## config.mk

```make
export PLATFORM = sky130hd
export DESIGN_NAME = tw_regslave
export DESIGN_NICKNAME = d
export VERILOG_FILES = /design/src/rtl/tw_pkg.sv /design/src/rtl/tw_line_sync.sv /design/src/rtl/tw_addr_strap.sv /design/src/rtl/tw_proto_fsm.sv /design/src/rtl/tw_regslave.sv
export SDC_FILE = /design/constraint.sdc
export NUM_CORES = 1
export LEC_CHECK = 0
export ABC_AREA = 1
export BUFFER_PORTS_ARGS = -buffer_cell sky130_fd_sc_hd__buf_4
export CORE_MARGIN = 3
export CORE_UTILIZATION = 54
export CTS_BUF_LIST = sky130_fd_sc_hd__clkbuf_4 sky130_fd_sc_hd__clkbuf_8
export DETAILED_ROUTE_END_ITERATION = 10
export PLACE_DENSITY = 0.8
export SKIP_CTS_REPAIR_TIMING = 1
export SKIP_LAST_GASP = 1
export SYNTH_ARGS = -nofsm -noshare
export SYNTH_HDL_FRONTEND = slang
export SYNTH_SLANG_ARGS = --single-unit
export TNS_END_PERCENT = 30
```

## constraint.sdc

```tcl
create_clock -name clk -period 1.5 [get_ports clk]
set_input_delay 0 -clock clk [delete_from_list [all_inputs] [get_ports clk]]
set_output_delay 0 -clock clk [all_outputs]
set_load 0.005 [all_outputs]
```

## src/rtl/tw_pkg.sv

```systemverilog
package tw_pkg;

   localparam int BYTE_W = 8;

   typedef enum logic [2:0] {
      ST_IDLE,
      ST_ADDR,
      ST_ACK,
      ST_WRX,
      ST_RD,
      ST_RACK,
      ST_SKIP
   } tw_state_e;

   typedef enum logic [1:0] {
      STRAP_GND  = 2'b00,
      STRAP_OPEN = 2'b01,
      STRAP_VCC  = 2'b10,
      STRAP_RSVD = 2'b11
   } strap_e;

   function automatic logic [1:0] strap_to_low(input logic [1:0] lvl);
      case (strap_e'(lvl))
         STRAP_GND: return 2'b10;
         STRAP_VCC: return 2'b01;
         default:   return 2'b00;
      endcase
   endfunction

endpackage

```

## src/rtl/tw_line_sync.sv

```systemverilog
module tw_line_sync #(
   parameter int STAGES = 2
) (
   input  logic clk,
   input  logic rst_n,
   input  logic scl_i,
   input  logic sda_i,
   output logic scl_s,
   output logic sda_s,
   output logic scl_rise,
   output logic scl_fall,
   output logic start_det,
   output logic stop_det
);

   logic [STAGES:0] scl_chain;
   logic [STAGES:0] sda_chain;
   logic            scl_q;
   logic            sda_q;

   assign scl_chain[0] = scl_i;
   assign sda_chain[0] = sda_i;

   for (genvar g = 0; g < STAGES; g++) begin : g_stage
      always_ff @(posedge clk or negedge rst_n) begin
         if (!rst_n) begin
            scl_chain[g+1] <= 1'b1;
            sda_chain[g+1] <= 1'b1;
         end else begin
            scl_chain[g+1] <= scl_chain[g];
            sda_chain[g+1] <= sda_chain[g];
         end
      end
   end

   assign scl_s = scl_chain[STAGES];
   assign sda_s = sda_chain[STAGES];

   always_ff @(posedge clk or negedge rst_n) begin
      if (!rst_n) begin
         scl_q <= 1'b1;
         sda_q <= 1'b1;
      end else begin
         scl_q <= scl_s;
         sda_q <= sda_s;
      end
   end

   assign scl_rise  = scl_s & ~scl_q;
   assign scl_fall  = ~scl_s & scl_q;
   assign start_det = scl_s & scl_q & sda_q & ~sda_s;
   assign stop_det  = scl_s & scl_q & ~sda_q & sda_s;

endmodule

```

## src/rtl/tw_addr_strap.sv

```systemverilog
module tw_addr_strap #(
   parameter logic [4:0] ADDR_HI = 5'b01011
) (
   input  logic       clk,
   input  logic       rst_n,
   input  logic [1:0] strap_lvl,
   output logic [6:0] dev_addr
);
   import tw_pkg::*;

   logic [1:0] low_bits;

   always_ff @(posedge clk) begin
      if (!rst_n) low_bits <= strap_to_low(strap_lvl);
   end

   assign dev_addr = {ADDR_HI, low_bits};


   strap_hold_chk: assert property (@(posedge clk) disable iff (!rst_n)
      $stable(low_bits));

endmodule

```

## src/rtl/tw_proto_fsm.sv

```systemverilog
module tw_proto_fsm #(
   parameter int          PTR_W   = 8,
   parameter int unsigned CLR_REG = 32'h1F,
   parameter bit          HAS_CLR = 1'b1
) (
   input  logic                      clk,
   input  logic                      rst_n,
   input  logic                      scl_s,
   input  logic                      sda_s,
   input  logic                      scl_rise,
   input  logic                      scl_fall,
   input  logic                      start_det,
   input  logic                      stop_det,
   input  logic [6:0]                dev_addr,
   output logic                      sda_oe,
   output logic                      rf_we,
   output logic [PTR_W-1:0]          rf_addr,
   output logic [tw_pkg::BYTE_W-1:0] rf_wdata,
   input  logic [tw_pkg::BYTE_W-1:0] rf_rdata,
   output logic                      intr_clr
);
   import tw_pkg::*;

   localparam int CNT_W = $clog2(BYTE_W + 1);
   localparam logic [CNT_W-1:0] LAST_BIT = CNT_W'(BYTE_W);
   localparam logic [PTR_W-1:0] CLR_IDX  = CLR_REG[PTR_W-1:0];

   tw_state_e          st;
   logic [CNT_W-1:0]   bit_cnt;
   logic [BYTE_W-1:0]  rx_sh;
   logic [BYTE_W-1:0]  tx_sh;
   logic               rw_q;
   logic [1:0]         byte_idx;
   logic [PTR_W-1:0]   ptr_q;
   logic [BYTE_W-1:0]  wdata_q;
   logic               we_q;
   logic               oe_q;
   logic               byte_end;
   logic               wr_hit;

   assign byte_end = scl_fall && (bit_cnt == LAST_BIT) && !start_det && !stop_det;
   assign wr_hit   = (st == ST_WRX) && byte_end && (byte_idx == 2'd1);

   always_ff @(posedge clk or negedge rst_n) begin
      if (!rst_n) begin
         st       <= ST_IDLE;
         bit_cnt  <= '0;
         rx_sh    <= '0;
         tx_sh    <= '0;
         rw_q     <= 1'b0;
         byte_idx <= '0;
         ptr_q    <= '0;
         wdata_q  <= '0;
         we_q     <= 1'b0;
         oe_q     <= 1'b0;
      end else begin
         we_q <= 1'b0;
         if (start_det) begin
            st      <= ST_ADDR;
            bit_cnt <= '0;
            oe_q    <= 1'b0;
         end else if (stop_det) begin
            st   <= ST_IDLE;
            oe_q <= 1'b0;
         end else begin
            case (st)
               ST_ADDR: begin
                  if (scl_rise) begin
                     rx_sh   <= {rx_sh[BYTE_W-2:0], sda_s};
                     bit_cnt <= bit_cnt + 1'b1;
                  end else if (byte_end) begin
                     if (rx_sh[7:1] == dev_addr) begin
                        st       <= ST_ACK;
                        oe_q     <= 1'b1;
                        rw_q     <= rx_sh[0];
                        byte_idx <= '0;
                        if (rx_sh[0]) tx_sh <= rf_rdata;
                     end else begin
                        st <= ST_SKIP;
                     end
                  end
               end
               ST_ACK: begin
                  if (scl_fall) begin
                     bit_cnt <= '0;
                     if (rw_q) begin
                        st   <= ST_RD;
                        oe_q <= ~tx_sh[BYTE_W-1];
                     end else begin
                        st   <= ST_WRX;
                        oe_q <= 1'b0;
                     end
                  end
               end
               ST_WRX: begin
                  if (scl_rise) begin
                     rx_sh   <= {rx_sh[BYTE_W-2:0], sda_s};
                     bit_cnt <= bit_cnt + 1'b1;
                  end else if (byte_end) begin
                     case (byte_idx)
                        2'd0: begin
                           ptr_q    <= rx_sh[PTR_W-1:0];
                           oe_q     <= 1'b1;
                           st       <= ST_ACK;
                           byte_idx <= 2'd1;
                        end
                        2'd1: begin
                           we_q     <= 1'b1;
                           wdata_q  <= rx_sh;
                           oe_q     <= 1'b1;
                           st       <= ST_ACK;
                           byte_idx <= 2'd2;
                        end
                        default: st <= ST_SKIP;
                     endcase
                  end
               end
               ST_RD: begin
                  if (scl_rise) begin
                     bit_cnt <= bit_cnt + 1'b1;
                  end else if (scl_fall) begin
                     if (bit_cnt == LAST_BIT) begin
                        oe_q <= 1'b0;
                        st   <= ST_RACK;
                     end else begin
                        tx_sh <= {tx_sh[BYTE_W-2:0], 1'b1};
                        oe_q  <= ~tx_sh[BYTE_W-2];
                     end
                  end
               end
               ST_RACK: begin
                  if (scl_fall) st <= ST_SKIP;
               end
               default: ;
            endcase
         end
      end
   end

   assign sda_oe   = oe_q;
   assign rf_we    = we_q;
   assign rf_addr  = ptr_q;
   assign rf_wdata = wdata_q;

   if (HAS_CLR) begin : g_clr
      logic clr_q;
      always_ff @(posedge clk or negedge rst_n) begin
         if (!rst_n) clr_q <= 1'b0;
         else        clr_q <= wr_hit && (ptr_q == CLR_IDX);
      end
      assign intr_clr = clr_q;
   end else begin : g_no_clr
      assign intr_clr = 1'b0;
   end


   we_pulse_chk: assert property (@(posedge clk) disable iff (!rst_n)
      rf_we |=> !rf_we);


   ptr_move_chk: assert property (@(posedge clk) disable iff (!rst_n)
      !$stable(rf_addr) |-> $past(scl_fall));


   oe_scl_low_chk: assert property (@(posedge clk) disable iff (!rst_n)
      !$stable(sda_oe) |-> !scl_s);


   clr_with_we_chk: assert property (@(posedge clk) disable iff (!rst_n)
      intr_clr |-> rf_we);

endmodule

```

## src/rtl/tw_regslave.sv

```systemverilog
module tw_regslave #(
   parameter int          SYNC_STAGES = 2,
   parameter int          PTR_W       = 8,
   parameter logic [4:0]  ADDR_HI     = 5'b01011,
   parameter int unsigned CLR_REG     = 32'h1F,
   parameter bit          HAS_CLR     = 1'b1
) (
   input  logic             clk,
   input  logic             rst_n,
   input  logic             scl_i,
   input  logic             sda_i,
   output logic             sda_oe,
   input  logic [1:0]       strap_lvl,
   output logic             rf_we,
   output logic [PTR_W-1:0] rf_addr,
   output logic [7:0]       rf_wdata,
   input  logic [7:0]       rf_rdata,
   output logic             intr_clr
);

   if (SYNC_STAGES < 2) begin : g_bad_sync
      $error("SYNC_STAGES must be at least 2");
   end
   if (PTR_W < 1 || PTR_W > 8) begin : g_bad_ptr
      $error("PTR_W must lie between 1 and 8");
   end
   if (HAS_CLR && (CLR_REG >= (32'd1 << PTR_W))) begin : g_bad_clr
      $error("CLR_REG does not fit in PTR_W bits");
   end

   logic       scl_s;
   logic       sda_s;
   logic       scl_rise;
   logic       scl_fall;
   logic       start_det;
   logic       stop_det;
   logic [6:0] dev_addr;

   tw_line_sync #(.STAGES(SYNC_STAGES)) u_sync (
      .clk       (clk),
      .rst_n     (rst_n),
      .scl_i     (scl_i),
      .sda_i     (sda_i),
      .scl_s     (scl_s),
      .sda_s     (sda_s),
      .scl_rise  (scl_rise),
      .scl_fall  (scl_fall),
      .start_det (start_det),
      .stop_det  (stop_det)
   );

   tw_addr_strap #(.ADDR_HI(ADDR_HI)) u_strap (
      .clk       (clk),
      .rst_n     (rst_n),
      .strap_lvl (strap_lvl),
      .dev_addr  (dev_addr)
   );

   tw_proto_fsm #(
      .PTR_W   (PTR_W),
      .CLR_REG (CLR_REG),
      .HAS_CLR (HAS_CLR)
   ) u_fsm (
      .clk       (clk),
      .rst_n     (rst_n),
      .scl_s     (scl_s),
      .sda_s     (sda_s),
      .scl_rise  (scl_rise),
      .scl_fall  (scl_fall),
      .start_det (start_det),
      .stop_det  (stop_det),
      .dev_addr  (dev_addr),
      .sda_oe    (sda_oe),
      .rf_we     (rf_we),
      .rf_addr   (rf_addr),
      .rf_wdata  (rf_wdata),
      .rf_rdata  (rf_rdata),
      .intr_clr  (intr_clr)
   );

endmodule

```

# Word level (Yosys, flattened, before mapping)
# Index checks and enable logic that the tools add are counted.
# W data, S select, Z words.
# op_classes
add_sub_neg	1
n_eq_ne	34
mux	56
bitwise	16
reduce_logical	27
# ops
op	n
$mux W8	7
$mux W3	14
$reduce_and A10 Y1	3
$ne A4 B1 Y1 const B	7
$mux W1	19
$reduce_and A6 Y1	3
$mux W4	4
$ne A4 B2 Y1 const B	4
$pmux W8 S2	1
$pmux W3 S5	1
$ne A2 B1 Y1 const B	6
$pmux W2 S2	3
$mux W2	5
$not A1 Y1	9
$reduce_and A9 Y1	1
$eq A8 B5 Y1 const B	1
$ne A2 B2 Y1 const B	4
$pmux W4 S2	1
$reduce_and A4 Y1	2
$and A1 B1 Y1	7
$eq A7 B6 Y1	1
$reduce_bool A7 Y1	1
$eq A3 B2 Y1 const B	2
$eq A3 B3 Y1 const B	2
other kinds (16)	26
# word_totals
regBits	53
inputBits	14
out_inout_bits	19
wordCells	152

# Logic depth before layout (Yosys ltp)
# depth
word_depth	11
depth_mapped	11
mapped_depth_nobuf	11

# Cells and area by module
# From an unflattened synthesis, not the netlist that was laid out.
# unflattened
cells_unflattened	311
hier_area_um2	2676.3
# modules_own_cells
mod	n_inst	cells_each	area_per_inst_um2	seq_area_each_um2
tw_proto_fsm	1	281	2354.8	1126.1
tw_line_sync	1	17	198.9	157.7
tw_addr_strap	1	13	122.6	60.1

# Worst setup path after synthesis
# No wires, ideal clock.
# synth_path
kind	flip-flop to flip-flop
start	register u_fsm.bit_cnt[0]
end	register u_fsm.tx_sh[1]
setup_time_ps	122
arrival_ps	1503
t_required_ps	1378
path_slack_ps	-124
stages_incl_launch_ff	11
n_path_buf	1
synth_period_minus_slack_ps	1624
path_cell_list	dfrtp_1 inv_1 ha_1 nand2_1 nor2_1 nand2_1 o21ai_1 nand2_4 buf_6 nand2_2 o21ai_2
# synth_via
elab_chain_len	6
elab_cells_between_ends	7
cone_classes	eq/ne (3); reduce/logical (4)
# synth_rtl
item	line_no	source
start, declared	tw_proto_fsm.sv:29	logic [CNT_W-1:0] bit_cnt;
start signal, assigned	tw_proto_fsm.sv:70	bit_cnt <= bit_cnt + 1'b1;
start signal, assigned	tw_proto_fsm.sv:98	bit_cnt <= bit_cnt + 1'b1;
start signal, assigned	tw_proto_fsm.sv:120	bit_cnt <= bit_cnt + 1'b1;
$eq A4 B4 Y1 *	tw_proto_fsm.sv:41, tw_proto_fsm.sv:122	
$logic_and A1 B1 Y1 (3 in a row)	tw_proto_fsm.sv:41	assign byte_end = scl_fall && (bit_cnt == LAST_BIT) && !start_det && !stop_det;
$ne A2 B1 Y1 (no line)	--	
$reduce_and A10 Y1 (no line) *	--	
end signal, assigned	tw_proto_fsm.sv:77	if (rx_sh[0]) tx_sh <= rf_rdata;
end signal, assigned	tw_proto_fsm.sv:126	tx_sh <= {tx_sh[BYTE_W-2:0], 1'b1};
end, declared	tw_proto_fsm.sv:31	logic [BYTE_W-1:0] tx_sh;
# Every way passes the cells marked *; elsewhere a longest branch is shown, timed or not.
# A chain may end at the register's enable or synchronous reset.

# Worst setup path in the final report
# layout_path
start	register u_sync.sda_chain[2] (netlist: u_sync.sda_s)
end	register u_fsm.ptr_q[0] (netlist: u_fsm.rf_addr[0])
# layout_via
elab_chain_len	6
elab_cells_between_ends	10
cone_classes	bitwise (5); reduce/logical (5)
# layout_rtl
item	line_no	source
start, declared	tw_line_sync.sv:17	logic [STAGES:0] sda_chain;
start signal, assigned by index	tw_line_sync.sv:31	sda_chain[g+1] <= sda_chain[g];
$not A1 Y1	tw_line_sync.sv:51	assign start_det = scl_s & scl_q & sda_q & ~sda_s;
$and A1 B1 Y1	tw_line_sync.sv:51	
$logic_not A1 Y1	tw_proto_fsm.sv:41	
$logic_and A1 B1 Y1 (2 in a row)	tw_proto_fsm.sv:41	
$reduce_and A6 Y1 (no line) *	--	
end signal, assigned	tw_proto_fsm.sv:102	ptr_q <= rx_sh[PTR_W-1:0];
end, declared	tw_proto_fsm.sv:34	logic [PTR_W-1:0] ptr_q;
# Marks and branches as above.

==> flow_metrics.env <==
export IMPL_fin_ws_ps=-212
export IMPL_violations="negative hold slack, negative setup slack"
export IMPL_insertion_delay_ps=310
export IMPL_via_count=2390
export IMPL_worstPathMaxFanout=9
export IMPL_fin_crit_ps=1710
export IMPL_seq_area_frac_synth=0.508
export IMPL_cp_arrival_ps=1920
export IMPL_synth_cells=310
export IMPL_tritoncts="done"
export IMPL_p_total_uw=5130
export IMPL_fp_row_count=24
export IMPL_cap_violations=0
export IMPL_grtUsageTotal=0.208
export IMPL_start_util=0.584
export IMPL_gr_total_overflow=0
export IMPL_fin_area_um2=3460
export IMPL_grt_max_degree=28
export IMPL_rsz0062_at_grt="true"
export IMPL_syn_nets=326
export IMPL_drive_gt1_frac=0.348
export IMPL_synth_edf_count=2
export IMPL_placedInstanceArea_um2=3130
export IMPL_setup_viol=43
export IMPL_drcViolationCount=0
export IMPL_nets=397
export IMPL_worst_hold_slack_ps=-12.7
export IMPL_grt_first_pass_wirelength_um=9670
export IMPL_yosysWarningCount=0
export IMPL_fmax_mhz=584
export IMPL_synth_cell_types=32
export IMPL_async_reset_ff_frac=0.962
export IMPL_max_slew_margin_rel=0.740
export IMPL_postSynthAreaPerCell_um2=8.54
export IMPL_post_dp_hpwl_um=4220
export IMPL_die_w_um=76.0
export IMPL_power_density_nw_per_um2=1480
export IMPL_port_buffers=32
export IMPL_skew_ps=5.95
export IMPL_area_growth_pct=30.6
export IMPL_worst_slew_pin_slew_ps=389
export IMPL_worstSetupEndpointType="flop"
export IMPL_die_area_um2=5780
export IMPL_power_leakage_uw=0.00173
export IMPL_firstDrtPassIters=6
export IMPL_peakVddDrop_mv=0.936
export IMPL_clkSlewWorstSetupHoldPaths_ps=100
export IMPL_cts_root_buf="clkbuf_8"
export IMPL_synth_area_um2=2650
export IMPL_synthFlopType="dfrtp_1"
export IMPL_hold_viol=3
export IMPL_ys_ff_latch=53
export IMPL_crit_type="flop to flop"
export IMPL_cts_made_buffers=5
export IMPL_gp_congestion=1.00
export IMPL_status="finished with violations"
export IMPL_pin_count=33
export IMPL_fin_setup_tns_ps=-4570
export IMPL_diodes=0
export IMPL_required_ps=1700
export IMPL_wirelength_um=6370
export IMPL_ant_nets=0
export IMPL_hold_path_class="primary input to flop"
export IMPL_die_h_um=76.0
export IMPL_via_per_inst=5.35
export IMPL_grt_pass1_vias=2039
export IMPL_core_um2=4530
export IMPL_wire_per_inst_um=14.3
export IMPL_slew_violations=0
export IMPL_antenna_found_initial=0
export IMPL_htree_num_levels=2
export IMPL_cts_buffer_depth=2
export IMPL_cts_sinks=53
export IMPL_first_iter_violations=269
export IMPL_dp_slack_ps=-183
export IMPL_startpoint_type="flop"
export IMPL_fin_crit_sh=1.14
-- Yosys cell counts (2+ instances only) --
cell type  number  share of area
ha_1            2         0.0095
nand3_1        19          0.036
a21oi_1         4         0.0076
dfstp_2         6          0.060
o21ai_1        13          0.025
inv_1          32          0.045
buf_6           2         0.0085
buf_2           2         0.0038
nand2_2         5          0.012
mux2i_1         6          0.023
inv_2           6         0.0085
nand2_1        90           0.13
dfrtp_1        45           0.43
nor2_2          6          0.014
nor2_4          4          0.017
edfxtp_1        2          0.023
nor2_1         20          0.028
o21ai_0        14          0.026
o21ai_2        15          0.050
nand4_1         3         0.0071
nor3_1          3         0.0057
-- registers in the layout, summed over array words and instances, names as in the netlist, 2 cells and up --
register	cells
u_fsm.rx_sh	8
u_fsm.rf_wdata	8
u_strap.low_bits	2
u_fsm.bit_cnt	4
u_fsm.tx_sh	8
u_fsm.st	3
u_fsm.rf_addr	8
u_fsm.byte_idx	2
-- power by group --
part / switching [uW] / total [uW] / internal [uW] / leakage (uW)
combinational: 1390 / 2270 / 887 / 0.000989
clock: 489 / 993 / 504 / 0.0000577
sequential: 176 / 1870 / 1690 / 0.000687
-- logic make-up after synthesis --
kind of cell | after synthesis | share of synthesized area
and+or+nand+nor | 156 | 0.273
DFF | 53 | 0.508
AOI/OAI and AO/OA | 48 | 0.113
buffers and inverters | 44 | 0.0704
muxes | 6 | 0.0227
adders and majority gates | 2 | 0.00945
xor gates and xnor gates | 1 | 0.00331
-- worst paths after layout --
kind / endpoint / start / slack [ps] / depth (start not counted)
max: u_fsm.rf_addr[0] / u_sync.sda_s / -210 / 9
max reg2reg: u_fsm.rf_addr[0] / u_sync.sda_s / -210 / 9
min reg2reg: u_sync.sda_s / u_sync.sda_chain[1] / 360 / 0
max in group asynchronous: u_sync.scl_q / rst_n / 660 / 3
min: u_fsm.tx_sh[5] / rf_rdata[5] / -10 / 3
min in group asynchronous: u_fsm.rf_addr[6] / rst_n / 130 / 2
-- stage by stage --
| stage | cells | utilization |
|---|---|---|
| 2_1_floorplan | 310 | - |
| 3_3_place_gp | 425 | 0.690 |
| 3_5_place_dp | 425 | 0.690 |
| 4_1_cts | 433 | 0.716 |
| 5_1_grt | 447 | 0.762 |
| 6_report | 447 | 0.762 |
-- cell type report --
type | count | area [um2]
Clock inverter | 3 | 45.0
Fill cell | 307 | 1080
Inverter | 38 | 145
Multi-Input combinational cell | 214 | 1220
Timing Repair Buffer | 69 | 548
Tap cell | 65 | 81.3
Clock buffer | 5 | 68.8
Sequential cell | 53 | 1340
-- layer usage --
layer	vias to the layer above	routed length, um	track usage
met2	104	3200	0.340
met3	24	324	0.0414
met1	1118	2660	0.277
met4	0	187	0.0707
met5	-	0	0
li1	1144	-	-
-- worst max-delay path: stages (launching register included) --
cell	delay, ps
dfstp_2	570
inv_2	50
nand2_2	70
nor2_4	50
nor2_4	200
inv_4	80
nor3_4	220
nand3_4	180
nand2_1	120
o21ai_2	60
-- placed cells by master, fill, tap and decap left out, drive strengths merged --
| master | n |
|---|---|
| bufinv | 1 |
| nand4 | 3 |
| dfrtp | 45 |
| or2 | 1 |
| nor3 | 4 |
| edfxtp | 2 |
| nand3 | 22 |
| clkinv | 1 |
| dfstp | 6 |
| clkbuf | 5 |
| a211oi | 1 |
| nand2 | 96 |
| mux2i | 6 |
| buf | 60 |
| o21ai | 42 |
| xor2 | 1 |
| nor2 | 30 |
| ha | 2 |
| nor4 | 1 |
| a31oi | 1 |
| a21oi | 4 |
| dlygate4sd3 | 9 |
| inv | 39 |
(Power assumes the default switching activity.)
